### src/rtl/irq_post_pkg.sv
`timescale 1ns/1ps
package irq_post_pkg;

    localparam int unsigned SRC_N    = 8;
    localparam int unsigned DATA_W   = 8;
    localparam int unsigned ADDR_W   = 2;
    localparam int unsigned SWEN_BIT = 7;
    localparam int unsigned VEC_STEP = 4;

    typedef enum logic [ADDR_W-1:0] {
        RA_PEND = 2'd0,
        RA_MASK = 2'd1,
        RA_CTRL = 2'd2,
        RA_NONE = 2'd3
    } reg_addr_e;

    // Per-bit update terms that feed the pending bank.
    typedef struct packed {
        logic [SRC_N-1:0] keep;   // 0 = drop the bit this cycle
        logic [SRC_N-1:0] set;    // 1 = post the bit this cycle
    } pend_upd_t;

    // Table slot of a source: one step past its index.
    function automatic logic [DATA_W-1:0] vec_of(input int unsigned idx);
        return DATA_W'((idx + 1) * VEC_STEP);
    endfunction

endpackage

### src/rtl/irq_regif.sv
`timescale 1ns/1ps
module irq_regif
    import irq_post_pkg::*;
#(
    parameter int unsigned N = SRC_N
) (
    input  logic              clk,
    input  logic              rst,
    input  logic              reg_wr,
    input  logic [ADDR_W-1:0] reg_addr,
    input  logic [DATA_W-1:0] reg_wdata,
    input  logic [N-1:0]      pend_q,
    output logic [N-1:0]      mask_q,
    output logic              swen_q,
    output pend_upd_t         wr_upd,
    output logic [DATA_W-1:0] reg_rdata
);

    reg_addr_e addr_e;
    logic      wr_pend;
    logic      wr_mask;
    logic      wr_ctrl;
    logic [N-1:0] wdata_n;

    assign addr_e  = reg_addr_e'(reg_addr);
    assign wr_pend = reg_wr && (addr_e == RA_PEND);
    assign wr_mask = reg_wr && (addr_e == RA_MASK);
    assign wr_ctrl = reg_wr && (addr_e == RA_CTRL);
    assign wdata_n = N'(reg_wdata);

    always_ff @(posedge clk) begin
        if (rst) begin
            mask_q <= '0;
            swen_q <= 1'b0;
        end else begin
            if (wr_mask) mask_q <= wdata_n;
            if (wr_ctrl) swen_q <= reg_wdata[SWEN_BIT];
        end
    end

    // Write-zero drops a bit, write-one posts it only with the enable set.
    always_comb begin
        wr_upd.keep = '1;
        wr_upd.set  = '0;
        if (wr_pend) begin
            wr_upd.keep = wdata_n;
            if (swen_q) wr_upd.set = wdata_n;
        end
    end

    always_comb begin
        unique case (addr_e)
            RA_PEND: reg_rdata = DATA_W'(pend_q);
            RA_MASK: reg_rdata = DATA_W'(mask_q);
            RA_CTRL: reg_rdata = DATA_W'({swen_q, {SWEN_BIT{1'b0}}});
            default: reg_rdata = '0;
        endcase
    end

endmodule

### src/rtl/irq_pend_bank.sv
`timescale 1ns/1ps
module irq_pend_bank
    import irq_post_pkg::*;
#(
    parameter int unsigned N = SRC_N
) (
    input  logic         clk,
    input  logic         rst,
    input  logic [N-1:0] src_evt,
    input  logic [N-1:0] ack_clr,
    input  pend_upd_t    wr_upd,
    output logic [N-1:0] pend_q
);

    for (genvar g = 0; g < N; g++) begin : g_bit
        logic hold;
        logic post;
        assign hold = pend_q[g] && !ack_clr[g] && wr_upd.keep[g];
        assign post = src_evt[g] || wr_upd.set[g];
        always_ff @(posedge clk) begin
            if (rst) pend_q[g] <= 1'b0;
            else     pend_q[g] <= hold || post;
        end
    end

endmodule

### src/rtl/irq_prio_enc.sv
`timescale 1ns/1ps
module irq_prio_enc
    import irq_post_pkg::*;
#(
    parameter int unsigned N = SRC_N,
    localparam int unsigned IDX_W = (N > 1) ? $clog2(N) : 1
) (
    input  logic [N-1:0]      act,
    output logic              hit,
    output logic [N-1:0]      grant_oh,
    output logic [DATA_W-1:0] vec
);

    logic [IDX_W-1:0] idx_sel;

    // Scan from the top so the lowest active index is the last to land.
    always_comb begin
        hit      = 1'b0;
        grant_oh = '0;
        idx_sel  = '0;
        for (int i = N - 1; i >= 0; i--) begin
            if (act[i]) begin
                hit      = 1'b1;
                grant_oh = N'(1) << i;
                idx_sel  = IDX_W'(i);
            end
        end
    end

    assign vec = hit ? vec_of(int'(idx_sel)) : '0;

endmodule

### src/rtl/irq_post_ctrl.sv
`timescale 1ns/1ps
module irq_post_ctrl
    import irq_post_pkg::*;
#(
    parameter int unsigned N = SRC_N
) (
    input  logic              clk,
    input  logic              rst,
    input  logic [N-1:0]      src_evt,
    input  logic              glb_en,
    input  logic              reg_wr,
    input  logic [ADDR_W-1:0] reg_addr,
    input  logic [DATA_W-1:0] reg_wdata,
    output logic [DATA_W-1:0] reg_rdata,
    output logic              irq_req,
    output logic [DATA_W-1:0] irq_vec,
    input  logic              irq_ack
);

    logic [N-1:0] pend_q;
    logic [N-1:0] mask_q;
    logic         swen_q;
    pend_upd_t    wr_upd;
    logic [N-1:0] act;
    logic [N-1:0] grant_oh;
    logic         hit;
    logic [N-1:0] ack_clr;

    irq_regif #(.N(N)) u_regif (
        .clk       (clk),
        .rst       (rst),
        .reg_wr    (reg_wr),
        .reg_addr  (reg_addr),
        .reg_wdata (reg_wdata),
        .pend_q    (pend_q),
        .mask_q    (mask_q),
        .swen_q    (swen_q),
        .wr_upd    (wr_upd),
        .reg_rdata (reg_rdata)
    );

    irq_pend_bank #(.N(N)) u_bank (
        .clk     (clk),
        .rst     (rst),
        .src_evt (src_evt),
        .ack_clr (ack_clr),
        .wr_upd  (wr_upd),
        .pend_q  (pend_q)
    );

    assign act = pend_q & mask_q;

    irq_prio_enc #(.N(N)) u_prio (
        .act      (act),
        .hit      (hit),
        .grant_oh (grant_oh),
        .vec      (irq_vec)
    );

    assign irq_req = glb_en && hit;
    assign ack_clr = (irq_ack && irq_req) ? grant_oh : '0;

endmodule

### config.mk
export PLATFORM = sky130hd
export DESIGN_NAME = irq_post_ctrl
export DESIGN_NICKNAME = d
export VERILOG_FILES = /design/src/rtl/irq_post_pkg.sv /design/src/rtl/irq_regif.sv /design/src/rtl/irq_pend_bank.sv /design/src/rtl/irq_prio_enc.sv /design/src/rtl/irq_post_ctrl.sv
export SDC_FILE = /design/constraint.sdc
export NUM_CORES = 1
export LEC_CHECK = 0
export BUFFER_PORTS_ARGS = -buffer_cell sky130_fd_sc_hd__buf_2
export CAP_MARGIN = 20
export CORE_MARGIN = 8
export CORE_UTILIZATION = 25
export CTS_CLUSTER_SIZE = 28
export DETAILED_ROUTE_END_ITERATION = 6
export GPL_TIMING_DRIVEN = 0
export MAX_ROUTING_LAYER = met4
export PLACE_DENSITY = 0.55
export SYNTH_ARGS = -nofsm -noshare
export SYNTH_HDL_FRONTEND = slang
export SYNTH_SLANG_ARGS = --single-unit
### constraint.sdc
create_clock -name clk -period 2.6 [get_ports clk]
set_clock_uncertainty 0.1 [all_clocks]
set_input_delay 0.52 -clock clk [delete_from_list [all_inputs] [get_ports clk]]
set_output_delay 0.52 -clock clk [all_outputs]
set_load 0.005 [all_outputs]
# After elaboration in Yosys (flattened, before gate mapping)
# Cells that the tools add are included.
# word_totals
regBits	17
input_bits	23
output_inout_bits	17
wordCells	89
# classes
addsub	1
eq_ne	2
n_mux	29
n_bitwise	1
n_reduce_logical	46
# op_table
operator	n
8-bit 2-to-1 mux	11
3-bit 2-to-1 mux	8
8-bit case mux with 3 select lines	1
1-bit logical AND	21
1-bit logical OR	16
16-bit 2-to-1 mux	1
8-bit AND	1
1-bit zero test	8
1-bit 2-to-1 mux	8
3-bit by 1-bit adder with 4-bit output (second input constant)	1
2-bit by 1-bit equality test with 1-bit output (second input constant)	1
2-bit equality test (second input constant)	1
2-bit zero test	1

# Longest topological paths before layout
# logic_depth
ltp_word	16
mapped_depth	7
depth_no_buf	7

# Hierarchy
# A second synthesis with hierarchy kept.
# unflattened
hier_cells	159
area_unflattened_um2	1460.2
# modules_own_cells
mod	instances	cells_each	area_per_inst_um2	seq_area_each_um2
irq_regif	1	76	660.6	180.2
irq_pend_bank	1	33	427.9	160.2
irq_prio_enc	1	33	244.0	0.0
irq_post_ctrl	1	17	127.6	0.0

# Worst setup path after synthesis
# No wires, ideal clock.
# synth_timing
kind	register to output
startpoint	register u_regif.mask_q[4]
endpoint	output port irq_vec[4]
arrival_time_ns	1.432
required_ns	1.980
path_slack_ns	0.548
stages_incl_launch_ff	8
n_path_buf	0
path_cell_list	dfxtp_1 > nand2_1 > a32oi_1 > a21boi_0 > o21a_1 > ha_1 > nor3_1 > a21o_1
# synth_via
elab_chain_len	8
word_cells_on_any_way	13
cone_classes	add/sub: 1; mux: 11; bitwise: 1
# synth_rtl
element	line	rtl
from (decl)	irq_regif.sv:13	output logic [N-1:0] mask_q,
from (signal assigned)	irq_regif.sv:36	if (wr_mask) mask_q <= wdata_n;
8-bit AND (*)	irq_post_ctrl.sv:51	assign act = pend_q & mask_q;
3-bit 2-to-1 mux (5 in series)	irq_prio_enc.sv:22	if (act[i]) begin
3-bit by 1-bit adder with 4-bit output	irq_post_pkg.sv:25	return DATA_W'((idx + 1) * VEC_STEP);
8-bit 2-to-1 mux (*)	irq_prio_enc.sv:30	assign vec = hit ? vec_of(int'(idx_sel)) : '0;
to (decl)	irq_post_ctrl.sv:16	output logic [DATA_W-1:0] irq_vec,
# Mark *: on every way between the ends. The rest lies on a longest branch, timed or not.

# Final worst setup path
# Ends and elaborated chain as after synthesis.

==> results.md <==
- ANT nets after route: 0
- TritonRoute pass-1 iters: 4
- Hold path startpoint: src_evt[1]
- Mapped Area: 1140 µm²
- Most common cell after layout, fill and taps aside: buf_2
- Worst-path maximum fanout: 6
- Total number of vias: 1,174
- Min-Delay Path Depth: 3
- Total CTS buffers: 3
- P&R area growth vs syn: 28.0%
- Metal2 WL: 1680 µm
- Cell Rows: 24
- Number of setup violations in the final report: 0
- Worst EP arrival: 1.87 ns
- Ys flop type: dfxtp_1
- Port Buffer Count: 34
- Die width: 83.5 µm
- CTS max path bufs: 2
- Status: finished, final reports clean
- Final Util: 33.3%
- Worst Hold Endpoint: u_bank.pend_q[1]
- Global Route Usage Sum: 10.5%
- Yosys reg bits: 17
- Pleak: 0.691 nW
- CORE AREA: 4380 µm²
- Power Dens Cells: 422 nW/µm²
- Achievable frequency: 0.402 GHz
- CP Capture Type: output port
- DR WL met3: 141 µm
- Diode count: 0
- Starting Density: 26.0%
- Final Hold Viols: 0
- Largest net degree at the start of global routing: 11
- Die Y: 83.5 µm
- Die area: 6980 µm²
- Share of the synthesized area in the top cell type: 29.9%
- Commonest non-fill, non-tap cells in the layout: 36 x buf_2, 23 x nor2_1, 17 x mux2i_1
- Sequential fraction of the synthesis area: 29.9%
- CP cell instances: nand2_1 -> a32oi_2 -> a21boi_1 -> o21a_1 -> ha_1 -> nor3_2 -> a21o_1 -> buf_2
- Top post-synthesis cells by area: dfxtp_1 30%, mux2i_1 15%, nor2_1 7.6%
- Slew Limit Fails: 0
- Root Driver: clkbuf_8
- Critical-path top delay cell: dfxtp_4
- CTS tree: done
- Syn. warnings: 0
- Metal1 wirelength: 1750 µm
- Critical path launch point type: register
- Reg-to-reg startpoint: u_bank.pend_q[3]
- Clock slew at reported path FFs: 0.07 ns
- Fraction of registers with async set/reset: 0%
- Worst Path Required: 1.98 ns
- Slowest Stage Delay on Critical Path: 0.37 ns
- # Max-Cap Violations: 0
- Routed WL: 3590 µm
- DRT iter0 DRCs: 62
- WS Path Type: reg2out
- Clock Latency Late Sink: 0.25 ns
- Global-route wire length before repair: 5890 µm
- Synth Instances: 137
- WP buf/inv: 1
- Layout Nets: 204
- Crit share post-route: 95.7%
- Avg Cell Area, Syn: 8.32 µm²
- Max-slew headroom: 64.5%
- Cell depth of the worst flop-to-flop path: 4
- Number of global-route vias before repair: 1,189
- Grt ovf: 0
- Clock sink total: 17
- Maximum VDD drop: 182 µV
- Share of cells above drive strength 1: 29.1%
- # DRC: 0
- WL/cell: 15.5 µm
- Worst Tran Pin Value: 0.532 ns
- Setup TNS: 0 ns
- H-tree Lvls: 1
- Number of synthesized flops with an enable pin: 0
- Hold/Removal Path Class: in2reg
- Final HPWL DP: 2780 µm
- R2r setup slk: 1.00 ns
- Initial antenna violation count: 0
- Final GP Congestion: 0.777
- Crit path max-delay family: compound AO/OA/AOI/OAI gates
- I/O pins: 40
- Hold_buf cts: 0
- Largest area contributor in the synthesized netlist: dfxtp_1
- Tmin final: 2.49 ns
- Netlist cell types: 37
- Top sig layer: met4
- Capture point of the worst reg-to-reg path: u_bank.pend_q[7]
- Via density: 5.08
## layer usage
layer  global-route usage [%]  up-vias
met4                     1.41        0
li1                         -      596
met3                     2.93        2
met1                     13.2      549
met2                     16.7       27
met5                        -        -
## worst max-delay path by stage
stage | startpoint | to | slack [ns] | cells after the start
detailed placement | u_regif.mask_q[4] | irq_vec[4] | 0.23 | 8
floorplan | u_regif.mask_q[4] | irq_vec[4] | 0.55 | 7
CTS | u_bank.pend_q[4] | irq_vec[4] | 0.01 | 8
global route | u_regif.mask_q[4] | irq_vec[4] | -0.0003 | 8
global placement | u_regif.mask_q[4] | irq_vec[4] | 0.27 | 8
finish | u_regif.mask_q[4] | irq_vec[4] | 0.11 | 8
## state kept, by name, indices dropped and copies added, names as in the netlist
signal	count
u_regif.mask_q	8
u_bank.pend_q	8
u_regif.swen_q	1
## stage by stage
| stage | instance area (µm²) | hold WS [ns] | setup slack, ns | instances | power (mW) |
|---|---|---|---|---|---|
| finish | 1460 | 0.428 | 0.112 | 231 | 0.615 |
| global route | 1460 | 0.445 | -0.000318 | 231 | 0.646 |
| CTS | 1440 | 0.427 | 0.0102 | 231 | 0.620 |
| detailed placement | 1390 | 0.434 | 0.226 | 226 | 0.420 |
| global placement | 1390 | 0.424 | 0.271 | 226 | 0.419 |
| floorplan | 1150 | 0.387 | 0.548 | 140 | 0.367 |
## where the power goes
part           switching [mW]  total [mW]  internal [mW]
Sequential             0.0189       0.293          0.274
Clock                  0.0915       0.200          0.109
Combinational          0.0634       0.122         0.0588
## logic make-up after synthesis
| kind of cell | share of synthesized area, % |
|---|---|
| and+or+nand+nor | 20.9 |
| buffers and inverters | 6.48 |
| AOI/OAI and AO/OA | 26.5 |
| adders and majority gates | 1.10 |
| DFF | 29.9 |
| muxes | 14.9 |
| other | 0.329 |
## cells in the mapped netlist (2+ instances only)
| cell | number |
|---|---|
| o22a_1 | 5 |
| and2_1 | 3 |
| a22oi_1 | 2 |
| nor3_1 | 2 |
| a21o_1 | 2 |
| a2111oi_0 | 4 |
| buf_4 | 4 |
| clkbuf_1 | 3 |
| nand4_1 | 4 |
| nand2_1 | 9 |
| mux2i_1 | 17 |
| a21boi_0 | 2 |
| dfxtp_1 | 17 |
| o22ai_1 | 3 |
| buf_2 | 2 |
| a311oi_1 | 3 |
| nand3b_1 | 2 |
| a22oi_2 | 2 |
| a21oi_1 | 5 |
| inv_1 | 2 |
| a211oi_1 | 4 |
| nor2_1 | 23 |
| a22o_1 | 2 |
| o21ai_0 | 2 |
## area by class of cell
cell class	instances	area, µm²
clock buffers	4	45.0
inverters	2	7.51
flip-flops and latches	17	348
well taps	52	65.1
multi-input cells	110	749
fillers	486	2930
plain buffers	11	66.3
repair buffers	35	178
## repair_timing
action,4_1_cts,5_1_grt
pin swaps,1,2
gates resized for setup,1,6
setup buffers,1,0
endpoints found under the setup margin,1,2
gates cloned,0,0
## tightest hold or removal path, delay by kind of cell
family          cells  cell delay (ns)
compound gates      2             0.13
buf+inv             1             0.08
No activity file was read; power rests on OpenSTA's default activity.
